<file path="config.mk">
export PLATFORM = sky130hd
export DESIGN_NAME = ovf_timer16
export DESIGN_NICKNAME = d
export VERILOG_FILES = /design/src/rtl/ovf_timer16_pkg.sv /design/src/rtl/ovf_timer16_extsync.sv /design/src/rtl/ovf_timer16_prescale.sv /design/src/rtl/ovf_timer16_count.sv /design/src/rtl/ovf_timer16.sv
export SDC_FILE = /design/constraint.sdc
export NUM_CORES = 1
export LEC_CHECK = 0
export ABC_AREA = 1
export BUFFER_PORTS_ARGS = -buffer_cell sky130_fd_sc_hd__buf_2
export CELL_PAD_IN_SITES_DETAIL_PLACEMENT = 1
export CELL_PAD_IN_SITES_GLOBAL_PLACEMENT = 2
export CORE_MARGIN = 5
export CORE_UTILIZATION = 28
export DETAILED_ROUTE_END_ITERATION = 8
export GPL_TIMING_DRIVEN = 0
export PLACE_DENSITY_LB_ADDON = 0.1
export SLEW_MARGIN = 15
export SYNTH_ARGS = -nofsm -noshare
export SYNTH_HDL_FRONTEND = slang
export SYNTH_HIERARCHICAL = 1
export SYNTH_SLANG_ARGS = --single-unit
</file>
<file path="constraint.sdc">
create_clock -name clk -period 2 [get_ports clk]
set_input_delay 0 -clock clk [delete_from_list [all_inputs] [get_ports clk]]
set_output_delay 0 -clock clk [all_outputs]
set_load 0.03 [all_outputs]
</file>
<file path="src/rtl/ovf_timer16_pkg.sv">
package ovf_timer16_pkg;

  localparam int BYTE_W    = 8;
  localparam int PRE_SEL_W = 2;
  localparam int SYNC_LEN  = 2;

  typedef enum logic [1:0] {
    REG_CTRL   = 2'd0,
    REG_CNT_LO = 2'd1,
    REG_CNT_HI = 2'd2,
    REG_IRQ    = 2'd3
  } reg_addr_e;

  localparam int CTL_RUN    = 0;
  localparam int CTL_EXT    = 1;
  localparam int CTL_NOSYNC = 2;
  localparam int CTL_PRE_LO = 4;

  localparam int IRQ_IE   = 0;
  localparam int IRQ_FLAG = 1;

  typedef struct packed {
    logic                 run;
    logic                 ext;
    logic                 nosync;
    logic [PRE_SEL_W-1:0] pre_sel;
  } ctrl_t;

endpackage

</file>
<file path="src/rtl/ovf_timer16_extsync.sv">
module ovf_timer16_extsync #(
  parameter int STAGES = 2
) (
  input  logic clk,
  input  logic rst,
  input  logic pin_i,
  input  logic bypass_i,
  output logic edge_o
);

  logic [STAGES-1:0] sh_q;
  logic              prev_q;
  logic              edge_sync;
  logic              edge_raw;

  always_ff @(posedge clk) begin
    if (rst) begin
      sh_q   <= '0;
      prev_q <= 1'b0;
    end else begin
      sh_q   <= (sh_q << 1) | STAGES'(pin_i);
      prev_q <= sh_q[STAGES-1];
    end
  end

  assign edge_sync = sh_q[STAGES-1] & ~prev_q;
  assign edge_raw  = pin_i & ~sh_q[0];
  assign edge_o    = bypass_i ? edge_raw : edge_sync;

  // a synchronised edge is a single-cycle pulse
  a_r5_single_pulse: assert property (@(posedge clk) disable iff (rst)
    (!bypass_i && edge_o) |=> (bypass_i || !edge_o));

endmodule

</file>
<file path="src/rtl/ovf_timer16_prescale.sv">
module ovf_timer16_prescale #(
  parameter int SEL_W = 2
) (
  input  logic             clk,
  input  logic             rst,
  input  logic             en_i,
  input  logic             tick_i,
  input  logic             clr_i,
  input  logic [SEL_W-1:0] sel_i,
  output logic             inc_o
);

  localparam int DIV_W = (1 << SEL_W) - 1;

  logic [DIV_W-1:0] pre_q;
  logic [DIV_W-1:0] limit;
  logic             at_end;

  always_comb begin
    limit = '0;
    for (int i = 0; i < DIV_W; i++) begin
      if (i < int'(sel_i)) limit[i] = 1'b1;
    end
  end

  assign at_end = (pre_q >= limit);
  assign inc_o  = en_i & tick_i & at_end;

  always_ff @(posedge clk) begin
    if (rst || clr_i) begin
      pre_q <= '0;
    end else if (en_i && tick_i) begin
      pre_q <= at_end ? '0 : pre_q + 1'b1;
    end
  end

  // with any divide above one, steps never come on consecutive cycles
  a_r4_spacing: assert property (@(posedge clk) disable iff (rst)
    (inc_o && sel_i != '0) |=> (sel_i == '0 || !inc_o));

endmodule

</file>
<file path="src/rtl/ovf_timer16_count.sv">
module ovf_timer16_count #(
  parameter int BW = 8
) (
  input  logic            clk,
  input  logic            rst,
  input  logic            inc_i,
  input  logic            wr_lo_i,
  input  logic            wr_hi_i,
  input  logic [BW-1:0]   wdata_i,
  output logic [2*BW-1:0] cnt_o,
  output logic            wrap_o
);

  localparam int CW = 2 * BW;

  logic [CW-1:0] cnt_q;
  logic          wr_any;

  assign wr_any = wr_lo_i | wr_hi_i;

  always_ff @(posedge clk) begin
    if (rst) begin
      cnt_q <= '0;
    end else if (wr_any) begin
      if (wr_lo_i) cnt_q[BW-1:0]  <= wdata_i;
      if (wr_hi_i) cnt_q[CW-1:BW] <= wdata_i;
    end else if (inc_i) begin
      cnt_q <= cnt_q + 1'b1;
    end
  end

  assign wrap_o = inc_i & ~wr_any & (&cnt_q);
  assign cnt_o  = cnt_q;

  // a wrap leaves the count at zero
  a_r8_wrap_zero: assert property (@(posedge clk) disable iff (rst)
    wrap_o |=> (cnt_q == '0));

  // without a write the count moves by at most one step
  a_r3_step: assert property (@(posedge clk) disable iff (rst)
    !wr_any |=> (cnt_q == $past(cnt_q) || cnt_q == $past(cnt_q) + 1'b1));

  // a low-byte write leaves the high byte alone
  a_r7_keep_hi: assert property (@(posedge clk) disable iff (rst)
    (wr_lo_i && !wr_hi_i) |=> (cnt_q[CW-1:BW] == $past(cnt_q[CW-1:BW])));

endmodule

</file>
<file path="src/rtl/ovf_timer16.sv">
module ovf_timer16
  import ovf_timer16_pkg::*;
#(
  parameter int BW    = BYTE_W,
  parameter int SEL_W = PRE_SEL_W,
  parameter int SYNC  = SYNC_LEN
) (
  input  logic          clk,
  input  logic          rst,
  input  logic          inst_tick_i,
  input  logic          ext_clk_i,
  input  logic          gie_i,
  input  logic [1:0]    bus_addr_i,
  input  logic          wr_en_i,
  input  logic [BW-1:0] wr_data_i,
  input  logic          rd_en_i,
  output logic [BW-1:0] rd_data_o,
  output logic          irq_o
);

  localparam int CW = 2 * BW;

  ctrl_t         ctrl_q;
  logic          ie_q;
  logic          flag_q;
  logic          wr_ctrl, wr_lo, wr_hi, wr_irq;
  logic          ext_edge;
  logic          sel_tick;
  logic          inc;
  logic          wrap;
  logic [CW-1:0] cnt;
  logic [BW-1:0] ctrl_rd;
  logic [BW-1:0] irq_rd;

  assign wr_ctrl = wr_en_i && (bus_addr_i == REG_CTRL);
  assign wr_lo   = wr_en_i && (bus_addr_i == REG_CNT_LO);
  assign wr_hi   = wr_en_i && (bus_addr_i == REG_CNT_HI);
  assign wr_irq  = wr_en_i && (bus_addr_i == REG_IRQ);

  always_ff @(posedge clk) begin
    if (rst) begin
      ctrl_q <= '0;
    end else if (wr_ctrl) begin
      ctrl_q.run     <= wr_data_i[CTL_RUN];
      ctrl_q.ext     <= wr_data_i[CTL_EXT];
      ctrl_q.nosync  <= wr_data_i[CTL_NOSYNC];
      ctrl_q.pre_sel <= wr_data_i[CTL_PRE_LO +: SEL_W];
    end
  end

  ovf_timer16_extsync #(.STAGES(SYNC)) u_sync (
    .clk      (clk),
    .rst      (rst),
    .pin_i    (ext_clk_i),
    .bypass_i (ctrl_q.nosync),
    .edge_o   (ext_edge)
  );

  assign sel_tick = ctrl_q.ext ? ext_edge : inst_tick_i;

  ovf_timer16_prescale #(.SEL_W(SEL_W)) u_pre (
    .clk    (clk),
    .rst    (rst),
    .en_i   (ctrl_q.run),
    .tick_i (sel_tick),
    .clr_i  (wr_lo | wr_hi),
    .sel_i  (ctrl_q.pre_sel),
    .inc_o  (inc)
  );

  ovf_timer16_count #(.BW(BW)) u_cnt (
    .clk     (clk),
    .rst     (rst),
    .inc_i   (inc),
    .wr_lo_i (wr_lo),
    .wr_hi_i (wr_hi),
    .wdata_i (wr_data_i),
    .cnt_o   (cnt),
    .wrap_o  (wrap)
  );

  always_ff @(posedge clk) begin
    if (rst) begin
      ie_q   <= 1'b0;
      flag_q <= 1'b0;
      irq_o  <= 1'b0;
    end else begin
      if (wr_irq) ie_q <= wr_data_i[IRQ_IE];
      if (wrap)        flag_q <= 1'b1;
      else if (wr_irq) flag_q <= wr_data_i[IRQ_FLAG];
      irq_o <= flag_q & ie_q & gie_i;
    end
  end

  always_comb begin
    ctrl_rd = '0;
    ctrl_rd[CTL_RUN]    = ctrl_q.run;
    ctrl_rd[CTL_EXT]    = ctrl_q.ext;
    ctrl_rd[CTL_NOSYNC] = ctrl_q.nosync;
    ctrl_rd[CTL_PRE_LO +: SEL_W] = ctrl_q.pre_sel;
    irq_rd = '0;
    irq_rd[IRQ_IE]   = ie_q;
    irq_rd[IRQ_FLAG] = flag_q;
  end

  always_ff @(posedge clk) begin
    if (rst) begin
      rd_data_o <= '0;
    end else if (rd_en_i) begin
      case (bus_addr_i)
        REG_CTRL:   rd_data_o <= ctrl_rd;
        REG_CNT_LO: rd_data_o <= cnt[BW-1:0];
        REG_CNT_HI: rd_data_o <= cnt[CW-1:BW];
        default:    rd_data_o <= irq_rd;
      endcase
    end
  end

  // stopped and unwritten, the count is stable
  a_r2_hold: assert property (@(posedge clk) disable iff (rst)
    (!ctrl_q.run && !wr_lo && !wr_hi) |=> $stable(cnt));

  // a wrap sets the flag
  a_r8_flag_set: assert property (@(posedge clk) disable iff (rst)
    wrap |=> flag_q);

  // the flag only drops through a register write
  a_r9_sticky: assert property (@(posedge clk) disable iff (rst)
    (flag_q && !wr_irq) |=> flag_q);

  // a request needs the flag and both enables one cycle earlier
  a_r10_irq_flag: assert property (@(posedge clk) disable iff (rst)
    irq_o |-> $past(flag_q));
  a_r10_irq_enables: assert property (@(posedge clk) disable iff (rst)
    irq_o |-> ($past(ie_q) && $past(gie_i)));

endmodule

</file>
==> flow_summary.ini <==
[yosys]
syn_area_sq_mm = 0.002237
muxShareOfSynthArea_pct = 0.5034
synth_cell_types = 31
syn-num-nets = 368
yosys.area.top_type = dfxtp_1
ys_warn_count = 6
synth_area_leaders = dfxtp_1 34%, nand2_1 13%, nand3_1 9.2%
synth-compound-area-share_pct = 17.51
synth-xor-area-share_pct = 0.3915
synth_cells = 346
synth_top_area_share_pct = 34.00
ys_ff_latch = 38
syn_area_per_cell_sq_um = 6.466
synthAdderAreaFrac_pct = 2.796
post_synth_and_or_nand_nor_area_fraction_pct = 33.56
synth_top_family_by_area = simple AND/OR/NAND/NOR gates
yosysSeqAreaShare_pct = 34.00

[die]
io_pins = 26
dieArea_sq_mm = 0.009877
core_area_sq_mm = 0.007767
die_x_microns = 99.39
start_util_pct = 28.80
rows = 32
die_h_microns = 99.39

[clock_tree]
root_buffer = clkbuf_8
clockBufferDepth = 2
worstSkewPairLatency_ns = 0.30
cts_tree = built
cts_sinks = 38
htree_levels = 2
path_clk_slew_ns = 0.08
cts_buffers = 5

[global_routing]
grt_pass1_wl_mm = 12.28
track_usage_pct = 15.66
grt_max_degree = 13
grt_overflow_total = 0
grt_pass1_vias = 2479
antenna_found_initial = 0

[min_path]
min-delay-start = wr_data_i[1]
whs_endpoint = ctrl_q[3]$_SDFFE_PP0P_
whs_path_depth = 3
hold_class = in -> reg

[timing]
fin_crit_ns = 1.879
holdWs_ns = 0.009966
setup_violations = 0
tns_ns = 0
period_share_pct = 93.96
hold_viol_final = 0
fmax_mhz = 532.2
slew_headroom_pct = 68.48
rsz0062_at_grt = true
drv_slew = 0
fin_skew_ns = 0.008545
tightest_slew_ns = 0.4728

[power_and_ir_drop]
ir_drop_mv = 0.3854
p_sw_share_pct = 26.04
internal_power_mw = 1.424
pwr-share-comb_pct = 13.9
powerDensity_mw_per_mm2 = 683.1
total_power_mw = 1.926
p_sw_uw = 501.5
clkPwrFrac_pct = 43.2
total_leakage_power_nw = 1.231
p_seq_share_pct = 42.8

[critical_path]
r2r_cells = 11
path_max_fanout = 7
reg2reg_from = ctrl_q[0]$_SDFFE_PP0P_
cp.required_ns = 2.22
crit_buf_inv = 3
slowest_delay_ns = 0.34
reg2reg_setup_slack_ns = 0.12
crit_type = reg -> reg
cpMostUsedCell = a21oi_1
timing.rr.end = u_cnt/cnt_o[8]$_SDFFE_PP0P_
crit_path_cell_trace = buf_4 > nand2_1 > ha_1 > a21oi_1 > nand2_1 > nand2_2 > inv_2 > a21oi_4 > buf_4 > a21oi_1 > a21oi_1
arrival_ns = 2.10
startpoint_type = register
cpMaxStageDelayCell = dfxtp_2
crit_path_end_kind = register
critPathTopFamily = compound AO/OA/AOI/OAI gates

[placement]
hpwl_mm = 5.614
gp_congestion = 0.7771
place_area_sq_mm = 0.002475
port_buffers = 22

[routing]
wl_per_cell_microns = 14.86
dr_total_vias = 2379
dr.pass1.iters = 4
antenna_left = 0
drc = 0
wl_mm = 7.343
vias_per_cell = 4.816
drt_iter0_drc = 69

[layout]
finalInstanceArea_sq_mm = 0.002819
fillers = 1013
area_growth_pct = 26.01
fin_nets = 413
diodes = 0
drive_gt1_share_pct = 20.15

[outcome]
status = finished clean

[flow_run]
max-cap-violations = 0
[synth_stat cells]
cell,instances
a31oi_1,2
clkbuf_1,2
a21oi_2,1
dfxtp_1,38
inv_2,4
a211oi_1,1
mux2_2,1
inv_1,44
o22ai_1,2
buf_6,2
o21bai_1,4
or2_2,1
nor2_4,1
xor2_1,1
o21ai_0,21
nor2_1,32
nor2_8,1
ha_1,5
nor4_1,1
nand2_1,77
o21ai_1,4
nor2_2,3
a21oi_1,39
nand4_1,2
nand3_1,41
buf_4,1
buf_2,5
clkinv_4,1
or2_0,1
nand2_2,7
nand2_4,1
[cell type report]
class | instances | area [sq um] | area share, %
buffer | 10 | 68.82 | 2.441
multi-input combinational | 249 | 1271 | 45.10
tap | 102 | 127.6 | 4.527
timing repair buffer | 38 | 252.7 | 8.966
clock inverter | 2 | 60.06 | 2.130
sequential | 38 | 764.5 | 27.12
clock buffer | 6 | 82.58 | 2.929
inverter | 49 | 191.4 | 6.791
[what timing repair did]
action / in CTS / in global routing
hold buffers: 9 / 0
gates resized for setup: 15 / 9
setup endpoints to repair: 17 / 17
pin swaps: 3 / 4
gates cloned: 1 / 0
buffers inserted: 5 / 1
endpoints found under the hold margin: 11 / 0
[layout by cell type (no fill, tap or decap), types with 2 or more instances in the layout]
cell type	count
ha_1	4
o21bai_1	4
inv_2	8
nand4_1	2
buf_6	3
o21ai_1	6
o21ai_0	17
inv_1	39
o22ai_1	2
dfxtp_1	35
nand3_1	41
nor2_2	3
nor2_1	32
dfxtp_2	3
nand2_1	76
dlygate4sd3_1	9
buf_4	8
buf_2	26
nand2_2	8
bufinv_16	2
clkbuf_8	6
clkbuf_1	2
a21oi_1	39
a31oi_1	2
[cells by family (layout without fill, tap and decap cells)]
family / Yosys count / count (layout)
xor+xnor: 1 / 1
flops: 38 / 38
simple gates: 168 / 168
compound gates: 74 / 74
mux: 1 / 1
buf+inv: 59 / 105
fa+ha+maj: 5 / 5
[flip-flops by register name, indices dropped and copies added, names as in the netlist]
name / cells
u_cnt/cnt_o: 16
rd_data_o: 8
ctrl_q: 5
u_pre/pre_q: 3
u_sync/sh_q: 2
flag_q: 1
ie_q: 1
irq_o: 1
u_sync/prev_q: 1
[power groups by stage]
stage          logic [mW]  registers (mW)  clock network [mW]
2_1_floorplan       0.149           0.841                   0
5_1_grt             0.303           0.831               0.898
6_report            0.268           0.825               0.833
4_1_cts             0.265           0.826               0.858
3_5_place_dp        0.234           0.844                   0
3_3_place_gp        0.230           0.844                   0
[per-layer routing]
layer	part of all wire [%]	GRT usage, %
met3	3.1	3.015
met1	47	19.67
met2	48	26.96
met5	0	0
met4	1.6	4.832
[worst max-delay path by stage]
stage               slack [ns]                   start  cells after the start                      endpoint
floorplan                 0.10  ctrl_q[1]$_SDFFE_PP0P_                     12  u_cnt/cnt_o[14]$_SDFFE_PP0P_
global route             -0.03  ctrl_q[0]$_SDFFE_PP0P_                     11   u_cnt/cnt_o[8]$_SDFFE_PP0P_
detailed placement       -0.31  ctrl_q[1]$_SDFFE_PP0P_                     12   u_cnt/cnt_o[8]$_SDFFE_PP0P_
CTS                       0.04  ctrl_q[1]$_SDFFE_PP0P_                     14   u_cnt/cnt_o[2]$_SDFFE_PP0P_
finish                    0.12  ctrl_q[0]$_SDFFE_PP0P_                     11   u_cnt/cnt_o[8]$_SDFFE_PP0P_
global placement         -0.27  ctrl_q[1]$_SDFFE_PP0P_                     12   u_cnt/cnt_o[8]$_SDFFE_PP0P_
[metrics by stage]
stage	setup slack (ns)	instances	util, %
2_1_floorplan	0.1035	346	-
3_3_place_gp	-0.2729	470	31.86
3_5_place_dp	-0.3140	470	31.86
4_1_cts	0.04083	493	35.99
5_1_grt	-0.03160	494	36.29
6_report	0.1209	494	36.29
[worst min-delay path: cells and delay by family]
| family | cells | cell delay (ns) |
|---|---|---|
| and+or+nand+nor | 1 | 0.07 |
| AOI/OAI and AO/OA | 1 | 0.05 |
| buffers and inverters | 1 | 0.14 |
No activity file was read; power rests on OpenSTA's default activity.
